--- src/rtl/flit_pkg.sv ---
package flit_pkg;
    typedef enum logic [1:0] {
        S_HEAD  = 2'd0,
        S_WDATA = 2'd1,
        S_BODY  = 2'd2,
        S_SKIP  = 2'd3
    } pstate_t;

    localparam logic [2:0] CMD_RD_REQ = 3'd0;
    localparam logic [2:0] CMD_RD_RSP = 3'd1;
    localparam logic [2:0] CMD_WR_REQ = 3'd2;
    localparam logic [2:0] CMD_WR_ACK = 3'd3;

    function automatic logic cmd_known(input logic [2:0] c);
        return (c <= CMD_WR_ACK);
    endfunction
endpackage

--- src/rtl/flit_hdr_dec.sv ---
module flit_hdr_dec #(
    parameter int FLIT_W = 40,
    parameter int ID_W   = 6,
    parameter int VC_W   = 2,
    parameter int LEN_W  = 16
) (
    input  logic [FLIT_W-1:0]        flit,
    output logic                     ext,
    output logic [2:0]               cmd,
    output logic                     known,
    output logic [FLIT_W-5:0]        opnd,
    output logic [ID_W-1:0]          did,
    output logic [ID_W-1:0]          tid,
    output logic [VC_W-1:0]          vc,
    output logic [LEN_W-1:0]         len
);
    import flit_pkg::*;

    localparam int MODE_BIT = FLIT_W - 1;
    localparam int CMD_LO   = FLIT_W - 4;
    localparam int DID_LO   = CMD_LO - ID_W;
    localparam int TID_LO   = DID_LO - ID_W;
    localparam int VC_LO    = TID_LO - VC_W;

    always_comb begin
        ext   = flit[MODE_BIT];
        cmd   = flit[MODE_BIT-1:CMD_LO];
        known = cmd_known(cmd);
        opnd  = flit[CMD_LO-1:0];
        did   = flit[CMD_LO-1:DID_LO];
        tid   = flit[DID_LO-1:TID_LO];
        vc    = flit[TID_LO-1:VC_LO];
        len   = flit[LEN_W-1:0];
    end
endmodule

--- src/rtl/flit_parse_fsm.sv ---
module flit_parse_fsm #(
    parameter int FLIT_W = 40,
    parameter int ID_W   = 6,
    parameter int VC_W   = 2,
    parameter int LEN_W  = 16,
    localparam int ADDR_W = FLIT_W - 4
) (
    input  logic              clk,
    input  logic              rst_n,
    input  logic              acc,
    input  logic              sop,
    input  logic [FLIT_W-1:0] flit,
    input  logic              d_ext,
    input  logic [2:0]        d_cmd,
    input  logic              d_known,
    input  logic [ADDR_W-1:0] d_opnd,
    input  logic [ID_W-1:0]   d_did,
    input  logic [ID_W-1:0]   d_tid,
    input  logic [VC_W-1:0]   d_vc,
    input  logic [LEN_W-1:0]  d_len,
    input  logic              txn_ready,
    output logic              txn_valid,
    output logic              txn_ext,
    output logic [2:0]        txn_cmd,
    output logic [ADDR_W-1:0] txn_addr,
    output logic [FLIT_W-1:0] txn_data,
    output logic [ID_W-1:0]   txn_did,
    output logic [ID_W-1:0]   txn_tid,
    output logic [VC_W-1:0]   txn_vc,
    output logic              txn_last,
    output logic              err_pulse
);
    import flit_pkg::*;

    pstate_t state, nxt;

    logic [2:0]        h_cmd;
    logic [ADDR_W-1:0] h_addr;
    logic [ID_W-1:0]   h_did, h_tid;
    logic [VC_W-1:0]   h_vc;
    logic [LEN_W-1:0]  rem;

    logic              emit, err_d, ld_hdr, ld_rem, dec_rem;
    logic              e_ext, e_last;
    logic [2:0]        e_cmd;
    logic [ADDR_W-1:0] e_addr;
    logic [FLIT_W-1:0] e_data;
    logic [ID_W-1:0]   e_did, e_tid;
    logic [VC_W-1:0]   e_vc;

    // state register
    always_ff @(posedge clk) begin
        if (!rst_n) state <= S_HEAD;
        else        state <= nxt;
    end

    // transitions and beat formation
    always_comb begin
        nxt = state;
        emit = 1'b0; err_d = 1'b0;
        ld_hdr = 1'b0; ld_rem = 1'b0; dec_rem = 1'b0;
        e_ext = 1'b0; e_last = 1'b1; e_cmd = d_cmd;
        e_addr = '0; e_data = '0;
        e_did = '0; e_tid = '0; e_vc = '0;
        if (acc) begin
            unique case (state)
                S_HEAD, S_SKIP: begin
                    if (!sop) begin
                        err_d = (state == S_HEAD);
                        nxt   = S_SKIP;
                    end else if (!d_known) begin
                        err_d = 1'b1;
                        nxt   = S_SKIP;
                    end else if (!d_ext) begin
                        if (d_cmd == CMD_WR_REQ) begin
                            ld_hdr = 1'b1;
                            nxt    = S_WDATA;
                        end else begin
                            emit = 1'b1;
                            nxt  = S_HEAD;
                            if (d_cmd == CMD_RD_RSP)
                                e_data = {{(FLIT_W-ADDR_W){1'b0}}, d_opnd};
                            else
                                e_addr = d_opnd;
                        end
                    end else if (d_len == '0) begin
                        emit  = 1'b1;
                        e_ext = 1'b1;
                        e_did = d_did; e_tid = d_tid; e_vc = d_vc;
                        nxt   = S_HEAD;
                    end else begin
                        ld_hdr = 1'b1;
                        ld_rem = 1'b1;
                        nxt    = S_BODY;
                    end
                end
                S_WDATA: begin
                    emit   = 1'b1;
                    e_cmd  = h_cmd;
                    e_addr = h_addr;
                    e_data = flit;
                    nxt    = S_HEAD;
                end
                S_BODY: begin
                    emit    = 1'b1;
                    dec_rem = 1'b1;
                    e_ext   = 1'b1;
                    e_cmd   = h_cmd;
                    e_data  = flit;
                    e_did = h_did; e_tid = h_tid; e_vc = h_vc;
                    e_last  = (rem == LEN_W'(1));
                    if (rem == LEN_W'(1)) nxt = S_HEAD;
                end
            endcase
        end
    end

    // header capture and payload counter
    always_ff @(posedge clk) begin
        if (!rst_n) begin
            h_cmd <= '0; h_addr <= '0; h_did <= '0; h_tid <= '0; h_vc <= '0;
            rem <= '0;
        end else begin
            if (ld_hdr) begin
                h_cmd <= d_cmd; h_addr <= d_opnd;
                h_did <= d_did; h_tid <= d_tid; h_vc <= d_vc;
            end
            if (ld_rem)       rem <= d_len;
            else if (dec_rem) rem <= rem - LEN_W'(1);
        end
    end

    // output slot
    always_ff @(posedge clk) begin
        if (!rst_n) begin
            txn_valid <= 1'b0; err_pulse <= 1'b0;
            txn_ext <= 1'b0; txn_cmd <= '0; txn_addr <= '0; txn_data <= '0;
            txn_did <= '0; txn_tid <= '0; txn_vc <= '0; txn_last <= 1'b0;
        end else begin
            err_pulse <= err_d;
            if (emit) begin
                txn_valid <= 1'b1;
                txn_ext <= e_ext; txn_cmd <= e_cmd;
                txn_addr <= e_addr; txn_data <= e_data;
                txn_did <= e_did; txn_tid <= e_tid; txn_vc <= e_vc;
                txn_last <= e_last;
            end else if (txn_ready) begin
                txn_valid <= 1'b0;
            end
        end
    end

    p_hold_r8: assert property (@(posedge clk) disable iff (!rst_n)
        txn_valid && !txn_ready |=> txn_valid && $stable(txn_data)
            && $stable(txn_addr) && $stable(txn_cmd) && $stable(txn_last));

    p_err_quiet_r6: assert property (@(posedge clk) disable iff (!rst_n)
        err_pulse |-> !txn_valid);

    p_lw_last_r2: assert property (@(posedge clk) disable iff (!rst_n)
        txn_valid && !txn_ext |-> txn_last);

    p_beat_needs_flit_r4: assert property (@(posedge clk) disable iff (!rst_n)
        $rose(txn_valid) |-> $past(acc));

    p_skip_silent_r6: assert property (@(posedge clk) disable iff (!rst_n)
        state == S_SKIP && acc && !sop |=> !err_pulse && !$rose(txn_valid));
endmodule

--- src/rtl/flit_parser.sv ---
module flit_parser #(
    parameter int FLIT_W = 40,
    parameter int ID_W   = 6,
    parameter int VC_W   = 2,
    parameter int LEN_W  = 16,
    localparam int ADDR_W = FLIT_W - 4
) (
    input  logic              clk,
    input  logic              rst_n,
    input  logic              flit_valid,
    output logic              flit_ready,
    input  logic              flit_sop,
    input  logic [FLIT_W-1:0] flit_data,
    output logic              txn_valid,
    input  logic              txn_ready,
    output logic              txn_ext,
    output logic [2:0]        txn_cmd,
    output logic [ADDR_W-1:0] txn_addr,
    output logic [FLIT_W-1:0] txn_data,
    output logic [ID_W-1:0]   txn_did,
    output logic [ID_W-1:0]   txn_tid,
    output logic [VC_W-1:0]   txn_vc,
    output logic              txn_last,
    output logic              err_pulse
);
    logic              d_ext, d_known;
    logic [2:0]        d_cmd;
    logic [ADDR_W-1:0] d_opnd;
    logic [ID_W-1:0]   d_did, d_tid;
    logic [VC_W-1:0]   d_vc;
    logic [LEN_W-1:0]  d_len;
    logic              acc;

    assign flit_ready = !txn_valid || txn_ready;
    assign acc        = flit_valid && flit_ready;

    flit_hdr_dec #(.FLIT_W(FLIT_W), .ID_W(ID_W), .VC_W(VC_W), .LEN_W(LEN_W)) u_dec (
        .flit(flit_data), .ext(d_ext), .cmd(d_cmd), .known(d_known),
        .opnd(d_opnd), .did(d_did), .tid(d_tid), .vc(d_vc), .len(d_len)
    );

    flit_parse_fsm #(.FLIT_W(FLIT_W), .ID_W(ID_W), .VC_W(VC_W), .LEN_W(LEN_W)) u_fsm (
        .clk(clk), .rst_n(rst_n), .acc(acc), .sop(flit_sop), .flit(flit_data),
        .d_ext(d_ext), .d_cmd(d_cmd), .d_known(d_known), .d_opnd(d_opnd),
        .d_did(d_did), .d_tid(d_tid), .d_vc(d_vc), .d_len(d_len),
        .txn_ready(txn_ready), .txn_valid(txn_valid), .txn_ext(txn_ext),
        .txn_cmd(txn_cmd), .txn_addr(txn_addr), .txn_data(txn_data),
        .txn_did(txn_did), .txn_tid(txn_tid), .txn_vc(txn_vc),
        .txn_last(txn_last), .err_pulse(err_pulse)
    );

    p_stall_blocks_input_r8: assert property (@(posedge clk) disable iff (!rst_n)
        txn_valid && !txn_ready |-> !flit_ready);
endmodule

--- config.mk ---
export PLATFORM = sky130hd
export DESIGN_NAME = flit_parser
export DESIGN_NICKNAME = d
export VERILOG_FILES = /design/src/rtl/flit_pkg.sv /design/src/rtl/flit_hdr_dec.sv /design/src/rtl/flit_parse_fsm.sv /design/src/rtl/flit_parser.sv
export SDC_FILE = /design/constraint.sdc
export NUM_CORES = 1
export LEC_CHECK = 0
export ABC_AREA = 1
export CAP_MARGIN = 20
export CORE_ASPECT_RATIO = 0.8
export CORE_MARGIN = 3
export CORE_UTILIZATION = 54
export CTS_BUF_LIST = sky130_fd_sc_hd__clkbuf_4
export CTS_CLUSTER_DIAMETER = 50
export DETAILED_ROUTE_END_ITERATION = 12
export GPL_TIMING_DRIVEN = 1
export PLACE_DENSITY = 0.84
export SYNTH_ARGS = -nofsm -noshare
export SYNTH_HDL_FRONTEND = slang
export SYNTH_SLANG_ARGS = --single-unit
--- constraint.sdc ---
create_clock -name clk -period 2.4 [get_ports clk]
set_clock_uncertainty 0.1 [all_clocks]
set_input_delay 0.24 -clock clk [delete_from_list [all_inputs] [get_ports clk]]
set_output_delay 0.24 -clock clk [all_outputs]
set_load 0.03 [all_outputs]
== Yosys cells after proc, flatten, opt, wreduce, memory -nomap -nowiden ==
Cells that the tools add are included.

* Word-level logic and storage cells: 112
* Output and inout bits: 98
* Flip-flop bits (word level): 168
* Bits of input ports: 45

* Magnitude comparators: 1
* Equal/unequal tests: 7
* Reduce and logical (&&, ||, !) cells: 11
* Muxes and demuxes: 75
* Add/subtract/negate cells: 1

{| class="wikitable"
|+ Operators by type and width
! kind !! count
|-
| 36-bit two-way mux || 7
|-
| 40-bit two-way mux || 5
|-
| 40-bit case mux with 2 select lines || 1
|-
| 36-bit case mux with 2 select lines || 1
|-
| 6-bit two-way mux || 10
|-
| 16-bit two-way mux || 2
|-
| 1-bit two-way mux || 31
|-
| 6-bit case mux with 2 select lines || 2
|-
| 2-bit two-way mux || 10
|-
| 16-bit by 1-bit equality test with 1-bit output (second input constant) || 1
|-
| 16-bit logical NOT || 1
|-
| 16-bit by 1-bit subtractor with 16-bit output (second input constant) || 1
|-
| 3-bit two-way mux || 2
|-
| 2-bit case mux with 3 select lines || 1
|-
| 2-bit equality test (second input constant) || 2
|-
| 1-bit case mux with 2 select lines || 2
|-
| 2-bit case mux with 2 select lines || 1
|-
| 2-bit nonzero test || 2
|-
| 2-bit OR reduction || 2
|-
| 3-bit by 1-bit equality test with 1-bit output (second input constant) || 1
|-
| 3-bit by 2-bit equality test with 1-bit output (second input constant) || 1
|-
| 3-bit by 2-bit <= comparator with 1-bit output (second input constant) || 1
|-
| 3-bit AND reduction || 1
|-
| 2-bit by 1-bit equality test with 1-bit output (second input constant) || 1
|-
| 6 further kinds || 6
|}

== Depth between registers and ports, before layout ==
* Word-level depth: 8
* Gate-level depth with buffers: 13
* Gate-level depth less buffers: 11

== Hierarchy ==
Synthesis repeated with hierarchy kept, for this count alone.

* Cell total of the unflattened synthesis: 1,260
* Area, all modules: 8,687.1 µm²

{| class="wikitable"
|+ Modules (own cells, without submodules)
! module !! instances !! area an instance (µm²) !! cells each !! sequential area each (µm²)
|-
| flit_parse_fsm || 1 || 8,137.8 || 1,185 || 3,363.2
|-
| flit_hdr_dec || 1 || 529.3 || 71 || 0.0
|-
| flit_parser || 1 || 20.0 || 4 || 0.0
|}

== Worst setup path after synthesis ==
OpenSTA, ideal clock, no wires.

* Path type: register -> register
* Start: register u_fsm.state[0]
* End: register u_fsm.rem[14]
* Clock period less this slack: 1.985 ns
* Data arrival time: 1.757 ns
* Data required time: 2.172 ns
* Buffers on the path: 2
* Setup slack: 0.415 ns
* Library setup time: 0.128 ns
* Stages on the path, launching flop included: 13
* Path through: dfxtp_1 > inv_1 > ha_1 > inv_2 > nand3_1 > nor3_1 > nand2_1 > buf_4 > buf_4 > nand3_1 > nand2_1 > nor2_1 > nor2_1

* Cells in the longest elaborated chain, start to end: 5
* Elaborated cells on any way between the ends: 10
* Those cells by class: 2 x eq/ne; 5 x mux; 3 x reduce/logical

{| class="wikitable"
|+ Ends and longest elaborated chain
! item !! line !! RTL
|-
| start, declared || flit_parse_fsm.sv:35 || <nowiki>pstate_t state, nxt;</nowiki>
|-
| start signal, assigned || flit_parse_fsm.sv:54 || <nowiki>else state <= nxt;</nowiki>
|-
| 2-bit equality test or 2-bit logical NOT (tied branches) || flit_parse_fsm.sv:66 || <nowiki>unique case (state)</nowiki>
|-
| 2-bit OR reduction || flit_parse_fsm.sv:66 ||
|-
| 1-bit two-way mux || flit_parse_fsm.sv:66 ||
|-
| 1-bit two-way mux || flit_parse_fsm.sv:65 || <nowiki>if (acc) begin</nowiki>
|-
| 16-bit two-way mux or 2-bit nonzero test (tied branches) || - ||
|-
| end signal, assigned || flit_parse_fsm.sv:128 || <nowiki>if (ld_rem) rem <= d_len;</nowiki>
|-
| end signal, assigned || flit_parse_fsm.sv:129 || <nowiki>else if (dec_rem) rem <= rem - LEN_W'(1);</nowiki>
|-
| end, declared || flit_parse_fsm.sv:41 || <nowiki>logic [LEN_W-1:0] rem;</nowiki>
|}

Several ways; a longest one is shown, not always the timed one.
A chain may end at the register's enable or synchronous reset.

== Final worst setup path ==
* Start: register u_fsm.state[1]
* End: register u_fsm.h_addr[12]

* Cells in the longest elaborated chain, start to end: 4
* Elaborated cells on any way between the ends: 5
* Those cells by class: 1 x eq/ne; 2 x mux; 2 x reduce/logical

{| class="wikitable"
|+ Ends and longest elaborated chain
! item !! line !! RTL
|-
| 2-bit equality test or 2-bit logical NOT (tied branches) || flit_parse_fsm.sv:66 ||
|-
| 2-bit OR reduction (*) || flit_parse_fsm.sv:66 ||
|-
| 1-bit two-way mux (*) || flit_parse_fsm.sv:66 ||
|-
| 1-bit two-way mux (*) || flit_parse_fsm.sv:65 ||
|-
| end signal, assigned || flit_parse_fsm.sv:125 || <nowiki>h_cmd <= d_cmd; h_addr <= d_opnd;</nowiki>
|-
| end, declared || flit_parse_fsm.sv:38 || <nowiki>logic [ADDR_W-1:0] h_addr;</nowiki>
|}

Every way passes the cells marked *; elsewhere a longest branch is shown, timed or not.

==> run_results.csv <==
group,metric,value,unit
clock_tree,clock_path_buffers,2,
detailed_routing,vias,7608,
detailed_routing,routedWlPerCell,15.55,µm
detailed_routing,via_per_inst,5.350,
clock_tree,h-tree-depth,4,
floorplanning,initial_core_util,0.5616,
power,pwr_density_cell,804.9,nW/µm²
final_layout,final_common_cell,"nand2_1",
grt,grt_max_degree,75,
hold_path,hold_depth,3,
final_layout,syn2layout_area_growth,26.87,%
sta,fmax,460.8,MHz
floorplanning,die_area,15070,µm²
power,internal-power,4.639,mW
power,power.total,7.514,mW
sta,holdWs,163.3,ps
sta,setup-tns-final,0,ps
sta,period_share,0.9043,
power,p_leak,4.136,nW
detailed_routing,wl,22120,µm
floorplanning,row_count,37,
grt,grt_overflow,0,
critical_path,cp.arrival,2590,ps
grt,antenna_found_initial,0,
critical_path,crit_path_start_kind,"register",
final_layout,final_cell_mix,"279 x nand2_1, 200 x nor2_1, 153 x dfxtp_1",
power,power_frac_comb,0.359,
critical_path,cp_max_fo,40,
floorplanning,die_w,136.5,µm
clock_tree,cts.clk_slew.worst_paths,140,ps
floorplanning,pin_count,143,
flow_run,cap_violations,0,
clock_tree,clock_sinks,154,
hold_path,hold_path_class,"primary input to register",
placed_design,place_congestion,1.007,
synthesis,yosysTopAreaCellShare,0.4190,
detailed_routing,antenna_left,0,
synthesis,synth_cell_types,26,
synthesis,syn_nets,1160,
clock_tree,clk_latency,580,ps
synthesis,yosys.area.top_type,"dfxtp_1",
clock_tree,root_buffer,"clkbuf_4",
power,p_seq_frac,0.408,
synthesis,synthTopCellsByArea,"dfxtp_1 42%, nand2_1 14%, nor2_1 10%, o21ai_0 8.4%, inv_1 4.2%",
final_layout,diodes,0,
clock_tree,numCtsBuffers,17,
placed_design,port_buffers,142,
critical_path,crit_type,"register to register",
sta,final.setup.worst_slack,229.6,ps
critical_path,reg2regPathDepth,10,
floorplanning,core_area,13100,µm²
sta,layout_min_cycle_time,2170,ps
detailed_routing,drc,0,
sta,rsz0062_at_grt,"no",
floorplanning,die_h,110.4,µm
placed_design,dp.cells,1387,
final_layout,drive_gt1_frac,0.06736,
detailed_routing,first_pass_iters,5,
synthesis,yosysSeqAreaShare,0.4190,
power,peakVddDrop,0.0006281,V
grt,grt_pass1_wl,35470,µm
sta,slew_violations,0,
sta,relSlewSlack,0.6586,
clock_tree,tritoncts,"done",
synthesis,synth_area,7358,µm²
grt,gr-usage-all-layers,0.2920,
final_layout,fin_cells,1422,
critical_path,required,2820,ps
final_layout,fin_nets,1285,
sta,hold_viol,0,
power,swShare,0.3826,
power,p_switching,2.875,mW
sta,tightestPinTransition,511.5,ps
outcome,outcome,"complete, no violations",
detailed_routing,drt_iter0_markers,873,
synthesis,synthCells,1109,
grt,grt_pass1_vias,6800,
critical_path,end_kind,"register",
placed_design,pre_cts_ws,112.9,ps
power,p_clk_frac,0.233,
synthesis,yosysWarnings,0,
placed_design,dp_hpwl,15460,µm
synthesis,synth-seq-cells,154,
synthesis,syn_area_per_cell,6.635,µm²
sta,setup_violations,0,
[final cells by class]
class | instances | area [µm²]
tap | 175 | 219.0
multi-input combinational | 797 | 3622
clock inverter | 13 | 167.7
sequential | 154 | 3084
inverter | 88 | 335.3
clock buffer | 19 | 142.6
timing repair buffer | 176 | 1764
fill | 1122 | 3766
[cell families after synthesis]
group,Yosys count,synth area share
buffers and inverters,158,0.09148
adder cells (fa/ha/maj),6,0.01020
AND/OR/NAND/NOR,559,0.3059
AO/OA/AOI/OAI,226,0.1663
XOR/XNOR,6,0.007142
flip-flops,154,0.4190
[through the flow]
stage	cell area, µm²	util
after floorplan	7358	-
after global placement	8979	0.6853
after detailed placement	8979	0.6853
final	9335	0.7125
after global routing	9335	0.7125
after CTS	9299	0.7098
[final timing paths]
kind / slack (ps) / endpoint / start
setup / recovery: 230 / u_fsm.h_addr[12] / u_fsm.state[1]
hold / removal: 160 / u_fsm.h_addr[18] / flit_data[18]
setup reg to reg: 230 / u_fsm.h_addr[12] / u_fsm.state[1]
hold reg to reg: 350 / u_fsm.h_cmd[2] / u_fsm.h_cmd[2]
[state kept, by name, summed over array words and instances, names as in the netlist]
| signal | count |
|---|---|
| u_fsm.txn_addr | 36 |
| u_fsm.h_vc | 1 |
| u_fsm.txn_tid | 6 |
| u_fsm.txn_last | 1 |
| u_fsm.rem | 16 |
| u_fsm.txn_data | 40 |
| u_fsm.txn_vc | 2 |
| u_fsm.txn_valid | 1 |
| u_fsm.h_did | 6 |
| u_fsm.h_cmd | 3 |
| u_fsm.txn_did | 6 |
| u_fsm.txn_ext | 1 |
| u_fsm.state | 2 |
| u_fsm.txn_cmd | 3 |
| u_fsm.err_pulse | 1 |
| u_fsm.h_addr | 29 |
[per-layer routing]
metal / global-route usage / part of all wire / up-vias
met1: 0.4481 / 0.47 / 3418
met5: 0 / 0 / -
li1: - / - / 3772
met4: 0.08395 / 0.011 / 0
met2: 0.3848 / 0.39 / 398
met3: 0.09335 / 0.12 / 20
[synthesized netlist by cell type (all sizes together)]
cell type,n
dfxtp,154
o211ai,1
nor3,5
o21a,36
ha,6
buf,38
clkinv,1
inv,87
nand3b,2
o21ai,129
xor2,6
clkbuf,32
nor2,206
nand4,15
a21oi,60
nand3,47
nand2,284
[power by group through the flow]
| stage | Sequential (mW) | Combinational (mW) | Clock [mW] |
|---|---|---|---|
| 2_1_floorplan | 3.56 | 1.24 | 0 |
| 3_3_place_gp | 3.11 | 2.63 | 0 |
| 3_5_place_dp | 3.11 | 2.66 | 0 |
| 4_1_cts | 3.06 | 2.67 | 1.77 |
| 5_1_grt | 3.10 | 2.95 | 1.88 |
| 6_report | 3.07 | 2.70 | 1.75 |
[critical path, stage by stage (launching register included)]
cell and delay (ps):
dfxtp_1 390, inv_1 90, ha_1 330, inv_2 120, nand3_2 130, nor3_1 190
nand2_1 160, nand2_4 160, buf_12 190, o21ai_0 100, a21oi_1 150
[repair_timing]
item | 4_1_cts | 5_1_grt
buffers inserted | 0 | 2
hold endpoints to repair | 2 | 0
setup endpoints to repair | 0 | 63
resized for setup | 0 | 8
hold buffers | 1 | 0
No activity file was read; power rests on OpenSTA's default activity.
